**src/rtl/pbs_pkg.sv**
```systemverilog
package pbs_pkg;
  typedef enum logic [1:0] {
    ST_IDLE   = 2'd0,
    ST_HOLD   = 2'd1,
    ST_FORCED = 2'd2,
    ST_NORMAL = 2'd3
  } seq_state_e;

  typedef enum logic [1:0] {
    PH_OFF  = 2'd0,
    PH_LOW  = 2'd1,
    PH_HIGH = 2'd2
  } phase_e;
endpackage

```
**src/rtl/pbs_mode_fsm.sv**
```systemverilog
module pbs_mode_fsm
  import pbs_pkg::*;
(
  input  logic       clk,
  input  logic       rst,
  input  logic       en,
  input  logic       ss_cross_fb,
  input  logic       ss_forced_lvl,
  output seq_state_e state,
  output logic       handover
);
  always_ff @(posedge clk) begin
    if (rst) begin
      state    <= ST_IDLE;
      handover <= 1'b0;
    end else begin
      handover <= 1'b0;
      if (!en) begin
        state <= ST_IDLE;
      end else begin
        case (state)
          ST_IDLE: state <= ST_HOLD;
          ST_HOLD: begin
            if (ss_cross_fb)        state <= ST_NORMAL;
            else if (ss_forced_lvl) state <= ST_FORCED;
          end
          ST_FORCED: begin
            if (ss_cross_fb) begin
              state    <= ST_NORMAL;
              handover <= 1'b1;
            end
          end
          default: state <= ST_NORMAL;
        endcase
      end
    end
  end
endmodule

```
**src/rtl/pbs_phase.sv**
```systemverilog
module pbs_phase
  import pbs_pkg::*;
(
  input  logic clk,
  input  logic rst,
  input  logic run,
  input  logic cyc_tick,
  input  logic ls_sink_lim,
  input  logic hs_red_lim,
  output logic want_hs,
  output logic want_ls
);
  phase_e phase;

  always_ff @(posedge clk) begin
    if (rst || !run) begin
      phase <= PH_OFF;
    end else if (cyc_tick) begin
      // a new period outranks any limit flag seen in the same cycle
      phase <= PH_LOW;
    end else begin
      case (phase)
        PH_LOW:  if (ls_sink_lim) phase <= PH_HIGH;
        PH_HIGH: if (hs_red_lim)  phase <= PH_OFF;
        default: phase <= phase;
      endcase
    end
  end

  assign want_hs = (phase == PH_HIGH);
  assign want_ls = (phase == PH_LOW);
endmodule

```
**src/rtl/pbs_deadtime.sv**
```systemverilog
module pbs_deadtime #(
  parameter int DEAD_CYC = 2
) (
  input  logic clk,
  input  logic rst,
  input  logic want_hs,
  input  logic want_ls,
  output logic hs_on,
  output logic ls_on
);
  localparam int CW = $clog2(DEAD_CYC + 1);
  localparam logic [CW-1:0] DEAD_V = CW'(DEAD_CYC);

  logic [CW-1:0] off_cnt;
  logic          hs_n, ls_n;
  logic          gap_ok;

  assign gap_ok = (off_cnt == DEAD_V);
  assign hs_n   = want_hs && (hs_on || (!ls_on && gap_ok));
  assign ls_n   = want_ls && (ls_on || (!hs_on && gap_ok));

  always_ff @(posedge clk) begin
    if (rst) begin
      hs_on   <= 1'b0;
      ls_on   <= 1'b0;
      off_cnt <= DEAD_V;
    end else begin
      hs_on <= hs_n;
      ls_on <= ls_n;
      if (hs_n || ls_n)  off_cnt <= '0;
      else if (!gap_ok)  off_cnt <= off_cnt + CW'(1);
    end
  end
endmodule

```
**src/rtl/prebias_start_seq.sv**
```systemverilog
module prebias_start_seq
  import pbs_pkg::*;
#(
  parameter int DEAD_CYC = 2
) (
  input  logic       clk,
  input  logic       rst,
  input  logic       en,
  input  logic       cyc_tick,
  input  logic       ss_cross_fb,
  input  logic       ss_forced_lvl,
  input  logic       ls_sink_lim,
  input  logic       hs_red_lim,
  output logic       hs_on,
  output logic       ls_on,
  output logic [1:0] mode,
  output logic       handover
);
  seq_state_e state;
  logic       run, want_hs, want_ls;

  pbs_mode_fsm u_fsm (
    .clk(clk), .rst(rst), .en(en), .ss_cross_fb(ss_cross_fb),
    .ss_forced_lvl(ss_forced_lvl), .state(state), .handover(handover)
  );

  assign run = en && (state == ST_FORCED) && !ss_cross_fb;

  pbs_phase u_phase (
    .clk(clk), .rst(rst), .run(run), .cyc_tick(cyc_tick),
    .ls_sink_lim(ls_sink_lim), .hs_red_lim(hs_red_lim),
    .want_hs(want_hs), .want_ls(want_ls)
  );

  pbs_deadtime #(.DEAD_CYC(DEAD_CYC)) u_dt (
    .clk(clk), .rst(rst), .want_hs(want_hs), .want_ls(want_ls),
    .hs_on(hs_on), .ls_on(ls_on)
  );

  assign mode = state;
endmodule

```
**config.mk**
```make
export PLATFORM = sky130hd
export DESIGN_NAME = prebias_start_seq
export DESIGN_NICKNAME = d
export VERILOG_FILES = /design/src/rtl/pbs_pkg.sv /design/src/rtl/pbs_mode_fsm.sv /design/src/rtl/pbs_phase.sv /design/src/rtl/pbs_deadtime.sv /design/src/rtl/prebias_start_seq.sv
export SDC_FILE = /design/constraint.sdc
export NUM_CORES = 1
export LEC_CHECK = 0
export ABC_AREA = 1
export BUFFER_PORTS_ARGS = -buffer_cell sky130_fd_sc_hd__buf_2
export CAP_MARGIN = 20
export CELL_PAD_IN_SITES_DETAIL_PLACEMENT = 1
export CELL_PAD_IN_SITES_GLOBAL_PLACEMENT = 1
export CORE_AREA = 3 3 40 42
export CTS_BUF_LIST = sky130_fd_sc_hd__clkbuf_4 sky130_fd_sc_hd__clkbuf_8
export DETAILED_ROUTE_END_ITERATION = 10
export DIE_AREA = 0 0 43 45
export GPL_TIMING_DRIVEN = 0
export PLACE_DENSITY = 0.75
export RECOVER_POWER = 25
export SLEW_MARGIN = 10
export SYNTH_ARGS = -nofsm -noshare
export SYNTH_HDL_FRONTEND = slang
export SYNTH_SLANG_ARGS = --single-unit
```
**constraint.sdc**
```tcl
create_clock -name clk -period 1.14 [get_ports clk]
set_input_delay 0.114 -clock clk [delete_from_list [all_inputs] [get_ports clk]]
set_output_delay 0.114 -clock clk [all_outputs]
set_load 0.03 [all_outputs]
```
# --- After elaboration in Yosys (flattened, before gate mapping) ---
# Cells that the tools add are included.
word_totals:
  word_cells: 58
  register_bits: 9
  inputBits: 8
op_classes:
  mux: 11
  n_eq_ne: 12
  bitwise_logic: 2
  n_addsub: 1
  n_reduce_logical: 24
op_table:
  columns: ["operator", "count"]
  rows:
  - ["$mux 2", 7]
  - ["$ne 3x3->1 const B", 3]
  - ["$ne 2x2->1 const B", 4]
  - ["$eq 2x2->1 const B", 3]
  - ["$logic_and 1x1->1", 6]
  - ["$pmux 2 s3", 1]
  - ["$reduce_and 3->1", 2]
  - ["$reduce_or 2->1", 3]
  - ["$eq 2x1->1 const B", 2]
  - ["$logic_not 1->1", 4]
  - ["$logic_or 1x1->1", 4]
  - ["$pmux 2 s2", 1]
  - ["$reduce_bool 3->1", 1]
  - ["$reduce_or 3->1", 1]
  - ["$add 2x1->2 const B", 1]
  - ["$logic_not 2->1", 1]
  - ["$mux 1", 2]
  - ["$not 1->1", 2]
  - ["$reduce_and 2->1", 1]
  - ["$reduce_bool 2->1", 1]

# --- Logic depth before layout (Yosys ltp) ---
# Gate-level depths: netlist of run 1.
depth:
  ltp_word: 6
  depth_mapped: 6
  depth_no_buf: 6

# --- Cells and area by module ---
# From an unflattened synthesis of run 1, not the netlist that was laid out.
unflattened:
  hier_cells: 59
  hier_area_um2: 435.4
modules_own_cells:
  columns: ["module", "seq_area_each_um2", "cells_each", "area_per_inst_um2", "n_inst"]
  rows:
  - ["pbs_deadtime", 80.1, 21, 170.2, 1]
  - ["pbs_mode_fsm", 60.1, 16, 132.6, 1]
  - ["pbs_phase", 40.0, 17, 111.4, 1]
  - ["prebias_start_seq", 0.0, 5, 21.3, 1]

# --- Least setup slack after synthesis of run 1 ---
# OpenSTA, ideal clock, no wires.
synth_timing:
  path_kind: "register -> register"
  start: "reg u_fsm.state[1]"
  end: "reg u_phase.phase[1]"
  path_slack_ns: 0.146
  required_time_ns: 1.061
  stages_incl_launch_ff: 5
  arrival_ns: 0.915
  setup_ns: 0.079
  path_cell_list: "dfxtp_1 > nand2_1 > nor2_2 > nand2_1 > a211oi_2"
synth_via:
  elab_chain_cells: 6
synth_rtl:
  columns: ["item", "line", "source"]
  rows:
  - ["start, declared", "pbs_mode_fsm.sv:9", "output seq_state_e state,"]
  - ["start signal, assigned", "pbs_mode_fsm.sv:14", "state <= ST_IDLE;"]
  - ["start signal, assigned", "pbs_mode_fsm.sv:19", "state <= ST_IDLE;"]
  - ["start signal, assigned", "pbs_mode_fsm.sv:22", "ST_IDLE: state <= ST_HOLD;"]
  - ["$eq 2x2->1", "prebias_start_seq.sv:27", "assign run = en && (state == ST_FORCED) && !ss_cross_fb;"]
  - ["$logic_and 1x1->1 (2 in a row)", "prebias_start_seq.sv:27", null]
  - ["$logic_not 1->1", "pbs_phase.sv:16", "if (rst || !run) begin"]
  - ["$logic_or 1x1->1", "pbs_phase.sv:16", null]
  - ["$reduce_or 2->1 (no line)", null, null]
  - ["end signal, assigned", "pbs_phase.sv:25", "default: phase <= phase;"]
  - ["end, declared", "pbs_phase.sv:13", "phase_e phase;"]
# Every way passes these cells.
# A chain may end at the register's enable or synchronous reset.

# --- Worst setup path after layout of run 1 ---
layout_timing:
  start: "reg u_fsm.state[0]"
  end: "out mode[0]"
layout_lines:
  columns: ["item", "line", "source"]
  rows:
  - ["end, declared", "prebias_start_seq.sv:16", "output logic [1:0] mode,"]
# No word-level cell between the ends.

==> results.json, run 1 <==
{
  "fin_crit_ns": 0.952,
  "required_ns": 1.03,
  "rsz0062_at_grt": "no",
  "clk_pin_slew_worst_paths_ns": 0.06,
  "synth-compound-area-share_pct": 11.2,
  "avgRoutedWirePerCell_um": 9.43,
  "post_cts_buffers": 0,
  "avgViaCountPerCell": 4.43,
  "total_leakage_power_nw": 0.236,
  "fin_tns_setup_ns": 0,
  "synth_top_family_by_area": "simple AND/OR/NAND/NOR gates",
  "cts_root_buf": "clkbuf_4",
  "die_w_um": 43,
  "synth_xor_area_share_pct": 2.24,
  "worst_pin_slew_ns": 0.174,
  "post-route-util_pct": 38.8,
  "synthArstFlopShare_pct": 0,
  "boundaryPins": 13,
  "hold_end": "u_phase.phase[1]",
  "cap_violations": 0,
  "antenna_found_initial": 0,
  "syn_nets": 58,
  "synth.area.mux_share_pct": 0,
  "status": "completed",
  "hp-class": "input port to register",
  "crit_type": "register to output port",
  "min_path_cells": 2,
  "drc_errors": 0,
  "ff2ff_path_depth": 5,
  "path_cells": "buf_2",
  "worstSetupStartpointType": "register",
  "synthCells": 50,
  "yosysWarnings": 0,
  "grt_pass1_vias": 352,
  "max_slew_margin_pct": 88.3,
  "grt-ovfl-total": 0,
  "avgSynthCellArea_sq_um": 7.83,
  "r2r_setup_slack_ns": 0.26,
  "clock-sinks": 9,
  "cts_tree": "yes",
  "synth_ff_type": "dfxtp_1",
  "drive_above_1_share_pct": 37.9,
  "clock.fmax_mhz": 1050,
  "start_util_pct": 30.5,
  "grt_max_degree": 6,
  "diodes": 0,
  "yosys.area_share.simple_pct": 31.9,
  "postSynthRegisterBits": 9,
  "timing.rr.end": "u_phase.phase[0]",
  "clkLatencyLatePin_ns": 0.26,
  "yosysSeqAreaShare_pct": 46.0,
  "synth_commonest_cells": "9 x dfxtp_1, 9 x nand2_1, 7 x inv_1",
  "wl_um": 764,
  "drt_iter0_drc": 0,
  "fin_crit_sh_pct": 83.5,
  "synth_top_area_share_pct": 46.0,
  "htreeDepth": 1,
  "synthAdderAreaFrac_pct": 0,
  "ctsResizeCount": 0,
  "cp-end-kind": "output port",
  "cp_max_fo": 4,
  "ys_top_cells_by_area": "dfxtp_1 46%, nand2_1 8.6%, inv_1 6.7%",
  "dp_hpwl_um": 666,
  "slowest_stage": "dfxtp_1",
  "port_buffers": 12,
  "numCtsBuffers": 3,
  "ir_drop_v": 0.000821,
  "finalHoldWorstSlack_ns": 0.0436,
  "drtAntennaViolNets": 0,
  "p_per_area_mw_per_mm2": 1280,
  "rows": 13,
  "core_area_sq_mm": 0.00128,
  "clock_path_buffers": 2,
  "hold_path.startpoint": "cyc_tick",
  "dieArea_sq_mm": 0.00194,
  "finalSetupViolations": 0,
  "critPathTopFamily": "flip-flops",
  "syn_area_sq_um": 392,
  "grt_pass1_wl_mm": 1.43,
  "crit_arrival_ns": 0.84,
  "critical_path.max_stage_delay_ns": 0.37,
  "regToRegStartpoint": "u_phase.phase[0]",
  "syn2layout_area_growth_pct": 27.2,
  "finalHoldViolCount": 0,
  "die-height_um": 45,
  "gp_congestion": 0.614,
  "fin_nets": 75,
  "fin_skew_ns": 0.00593,
  "drt_first_pass_iters": 1,
  "postCtsHoldBufs": 0,
  "path_buf_inv": 1,
  "grt_use_total_pct": 10.5,
  "synth_edf_count": 0,
  "synth_top_area_cell": "dfxtp_1",
  "vias": 359,
  "ys_types": 17,
  "slew_viol_final": 0
}
## power breakdown
group | switching [W] | internal (W) | total, W
logic | 0.0000281 | 0.0000198 | 0.0000479
registers | 0.00000319 | 0.000319 | 0.000322
clock network | 0.000109 | 0.000158 | 0.000267
## area by class of cell
type                            instances  area [sq um]
Sequential cell                         9           180
Timing Repair Buffer                   12          60.1
Inverter                                9          33.8
Fill cell                             170           787
Tap cell                               15          18.8
Multi-Input combinational cell         32           175
Clock buffer                            4          30.0
## worst register-to-register path: cells and delay by family (launching register included)
kind	cells	cell delay (ns)
buf+inv	1	0.07
simple gates	3	0.21
compound gates	1	0.13
flops	1	0.37
## cells by family (layout without fill, tap and decap cells)
group                     Yosys count  in the layout
buffers and inverters               9             25
and+or+nand+nor                    25             25
xor gates and xnor gates            1              1
DFF                                 9              9
AOI/OAI and AO/OA                   6              6
## worst max path at each step
stage	depth (start not counted)	endpoint	from	slack (ns)
final	1	mode[0]	u_fsm.state[0]	0.19
after global routing	1	mode[0]	u_fsm.state[0]	0.14
after CTS	1	mode[0]	u_fsm.state[0]	0.18
after detailed placement	5	u_phase.phase[0]	u_phase.phase[0]	0.23
after global placement	5	u_phase.phase[0]	u_phase.phase[0]	0.26
after floorplan	4	u_phase.phase[1]	u_fsm.state[1]	0.15
## cells in the final DEF, fill, tap and decap left out
cell type	synthesis	routed
nor3_1	1	1
nor2_4	1	1
or2_2	1	1
inv_1	7	7
nor2_1	5	5
o21bai_2	1	1
a21oi_1	3	3
nand2_1	9	10
inv_2	2	2
nand2_2	2	1
nor2_2	1	1
dfxtp_1	9	9
o21ai_0	1	1
buf_2	0	12
clkbuf_4	0	4
a211oi_2	1	1
nand2_4	1	1
nand3_1	4	4
xnor2_1	1	1
## state kept, by name, indices dropped and copies added, names as in the netlist
register and flops:
u_dt.off_cnt 2, u_fsm.state 2, u_phase.phase 2, u_dt.hs_on 1, u_dt.ls_on 1, u_fsm.handover 1
## metrics by stage
| stage | setup slack [ns] | area, sq um | cells | total power (W) |
|---|---|---|---|---|
| 6_report | 0.188 | 498 | 81 | 0.000637 |
| 5_1_grt | 0.140 | 498 | 81 | 0.000675 |
| 4_1_cts | 0.176 | 500 | 81 | 0.000651 |
| 3_5_place_dp | 0.229 | 470 | 77 | 0.000378 |
| 3_3_place_gp | 0.256 | 470 | 77 | 0.000376 |
| 2_1_floorplan | 0.146 | 392 | 50 | 0.000355 |
## layer usage
layer | routed length (um) | track usage [%] | vias up
met1 | 335 | 11.7 | 162
met3 | 58 | 6.37 | 0
met2 | 370 | 15.6 | 11
met5 | 0 | 0 | -
li1 | - | - | 186
met4 | 0 | 5.42 | 0
No activity file was read; power rests on OpenSTA's default activity.
==> run 2: changes to the inputs <==
Settings changed: ABC_AREA 1 to 0, PLACE_DENSITY 0.75 to 0.76.
Clock period 1.14 ns to 0.8 ns, I/O delays scaled along.
==> results.json, run 2 <==
{
  "stdcell_count": 78,
  "fin_skew_ns": 0.00808,
  "rows": 13,
  "rsz0062_at_grt": "yes",
  "final_cell_mix": "7 x buf_2, 6 x dfxtp_4, 5 x buf_6",
  "cts_root_buf": "clkbuf_4",
  "start_util_pct": 30.6,
  "synth_edf_count": 0,
  "post-route-util_pct": 48.6,
  "clock_path_buffers": 2,
  "synth_commonest_cells": "9 x dfxtp_1, 4 x a21oi_1, 4 x nand2b_1, 4 x nor2_1",
  "total_leakage_power_nw": 0.262,
  "grt_use_total_pct": 11.8,
  "antenna_found_initial": 0,
  "core_area_sq_mm": 0.00128,
  "r2r_setup_slack_ns": -0.12,
  "clk_pin_slew_worst_paths_ns": 0.06,
  "timing.rr.end": "u_phase.phase[1]",
  "violations": "setup timing",
  "final_common_cell": "buf_2",
  "synthCells": 43,
  "finalHoldWorstSlack_ns": 0.0490,
  "synthArstFlopShare_pct": 0,
  "grt_max_degree": 7,
  "max_slew_margin_pct": 87.1,
  "ff2ff_path_depth": 3,
  "die-height_um": 45,
  "clkLatencyLatePin_ns": 0.26,
  "diodes": 0,
  "cp_max_fo": 3,
  "place_inst": 70,
  "drc_errors": 0,
  "grt_pass1_vias": 395,
  "regToRegStartpoint": "u_fsm.state[0]",
  "gp_congestion": 0.771,
  "worst_pin_slew_ns": 0.193,
  "synth_ff_type": "dfxtp_1",
  "avgViaCountPerCell": 4.92,
  "dpl_cell_area_sq_um": 492,
  "wl_mm": 1.01,
  "syn_area_sq_um": 393,
  "post-synth-top-count-cell": "dfxtp_1",
  "finalPower_w": 0.000913,
  "fin_nets": 72,
  "avgSynthCellArea_sq_um": 9.14,
  "drtAntennaViolNets": 0,
  "yosysWarnings": 0,
  "crit_path_end": "u_phase.phase[1]",
  "layout_setup_ws_ns": -0.122,
  "yosysSeqAreaShare_pct": 45.9,
  "cap_violations": 0,
  "drive_above_1_share_pct": 58.7,
  "ys_types": 18,
  "crit_path_start": "u_fsm.state[0]",
  "postSynthRegisterBits": 9,
  "synth_top_area_cell": "dfxtp_1",
  "drt_first_pass_iters": 1,
  "status": "finished with violations",
  "syn2layout_area_growth_pct": 58.9,
  "finalSetupViolations": 10,
  "htreeDepth": 1,
  "finalHoldViolCount": 0,
  "clock.fmax_mhz": 1080,
  "required_ns": 0.98,
  "fin_crit_ns": 0.922,
  "ir_drop_v": 0.000804,
  "slew_viol_final": 0,
  "crit_arrival_ns": 1.10,
  "cp-end-kind": "register",
  "drt_iter0_drc": 0,
  "cts_tree": "yes",
  "die_w_um": 43,
  "crit_type": "register to register",
  "ys_top_cells_by_area": "dfxtp_1 46%, nand2b_1 6.4%, nor3b_1 5.7%",
  "dieArea_sq_mm": 0.00194,
  "dp_hpwl_um": 666,
  "worstSetupStartpointType": "register",
  "synth_top_area_share_pct": 45.9,
  "numCtsBuffers": 3,
  "fin_crit_sh_pct": 115,
  "syn_nets": 51,
  "boundaryPins": 13,
  "vias": 384,
  "port_buffers": 12,
  "hp-class": "input port to register",
  "p_per_area_mw_per_mm2": 1460,
  "grt-ovfl-total": 0,
  "avgRoutedWirePerCell_um": 12.9,
  "reg.largest.list": "u_dt.off_cnt (2), u_fsm.state (2), u_phase.phase (2)",
  "final_area_sq_um": 624,
  "clock-sinks": 9,
  "grt_pass1_wl_mm": 1.58
}
-- run 2: metal layers --
layer  GRT usage (%)  wire (um)  up-vias
li1                -          -      191
met1            12.1        419      177
met2            19.5        495       12
met3            3.59         53        4
met4            10.8         42        0
met5               0          0        -
-- run 2: stage by stage --
| stage | TNS (ns) | setup slack [ns] |
|---|---|---|
| floorplan | -0.357 | -0.103 |
| global placement | -0.559 | -0.187 |
| detailed placement | -0.609 | -0.186 |
| CTS | -0.670 | -0.121 |
| global route | -1.00 | -0.164 |
| finish | -0.627 | -0.122 |
-- run 2: how the worst min path moves through the flow --
| stage | from | to | slack (ns) | cells past startpoint |
|---|---|---|---|---|
| 3_5_place_dp | cyc_tick | u_phase.phase[1] | 0.27 | 2 |
| 6_report | rst | u_dt.ls_on | 0.05 | 2 |
| 4_1_cts | rst | u_dt.ls_on | 0.03 | 2 |
| 5_1_grt | rst | u_dt.hs_on | 0.06 | 2 |
| 2_1_floorplan | rst | u_dt.ls_on | 0.14 | 1 |
| 3_3_place_gp | cyc_tick | u_phase.phase[1] | 0.27 | 2 |
-- run 2: where the power goes --
part | switching (W) | total, W | leakage [nW] | internal (W)
Sequential | 0.00000552 | 0.000443 | 0.0780 | 0.000437
Combinational | 0.0000408 | 0.0000828 | 0.166 | 0.0000420
Clock | 0.000162 | 0.000388 | 0.0184 | 0.000226
-- run 2: area by class of cell --
class,count,area (sq um)
Inverter,2,7.51
Fill cell,159,661
Clock buffer,4,30.0
Multi-Input combinational cell,32,238
Tap cell,15,18.8
Sequential cell,9,206
Timing Repair Buffer,16,124
-- run 2: cells by family (layout without fill, tap and decap cells) --
logic type / Yosys count / in the layout / share of synthesized area (%)
flip-flops: 9 / 9 / 45.9
buffers and inverters: 2 / 22 / 1.91
AND/OR/NAND/NOR: 21 / 21 / 36.6
AO/OA/AOI/OAI: 11 / 11 / 15.6
-- run 2: worst max-delay path, cell delays in order (launching register included) --
cell and delay (ns):
dfxtp_4 0.34, and4bb_1 0.26, nand2b_1 0.09, nor3_2 0.15
-- run 2: timing repair --
item | CTS | global route
endpoints found under the hold margin | 1 | 0
hold buffers | 1 | 0
resized for setup | 20 | 6
setup endpoints to repair | 11 | 14
setup buffers | 1 | 2
pin swaps | 3 | 1
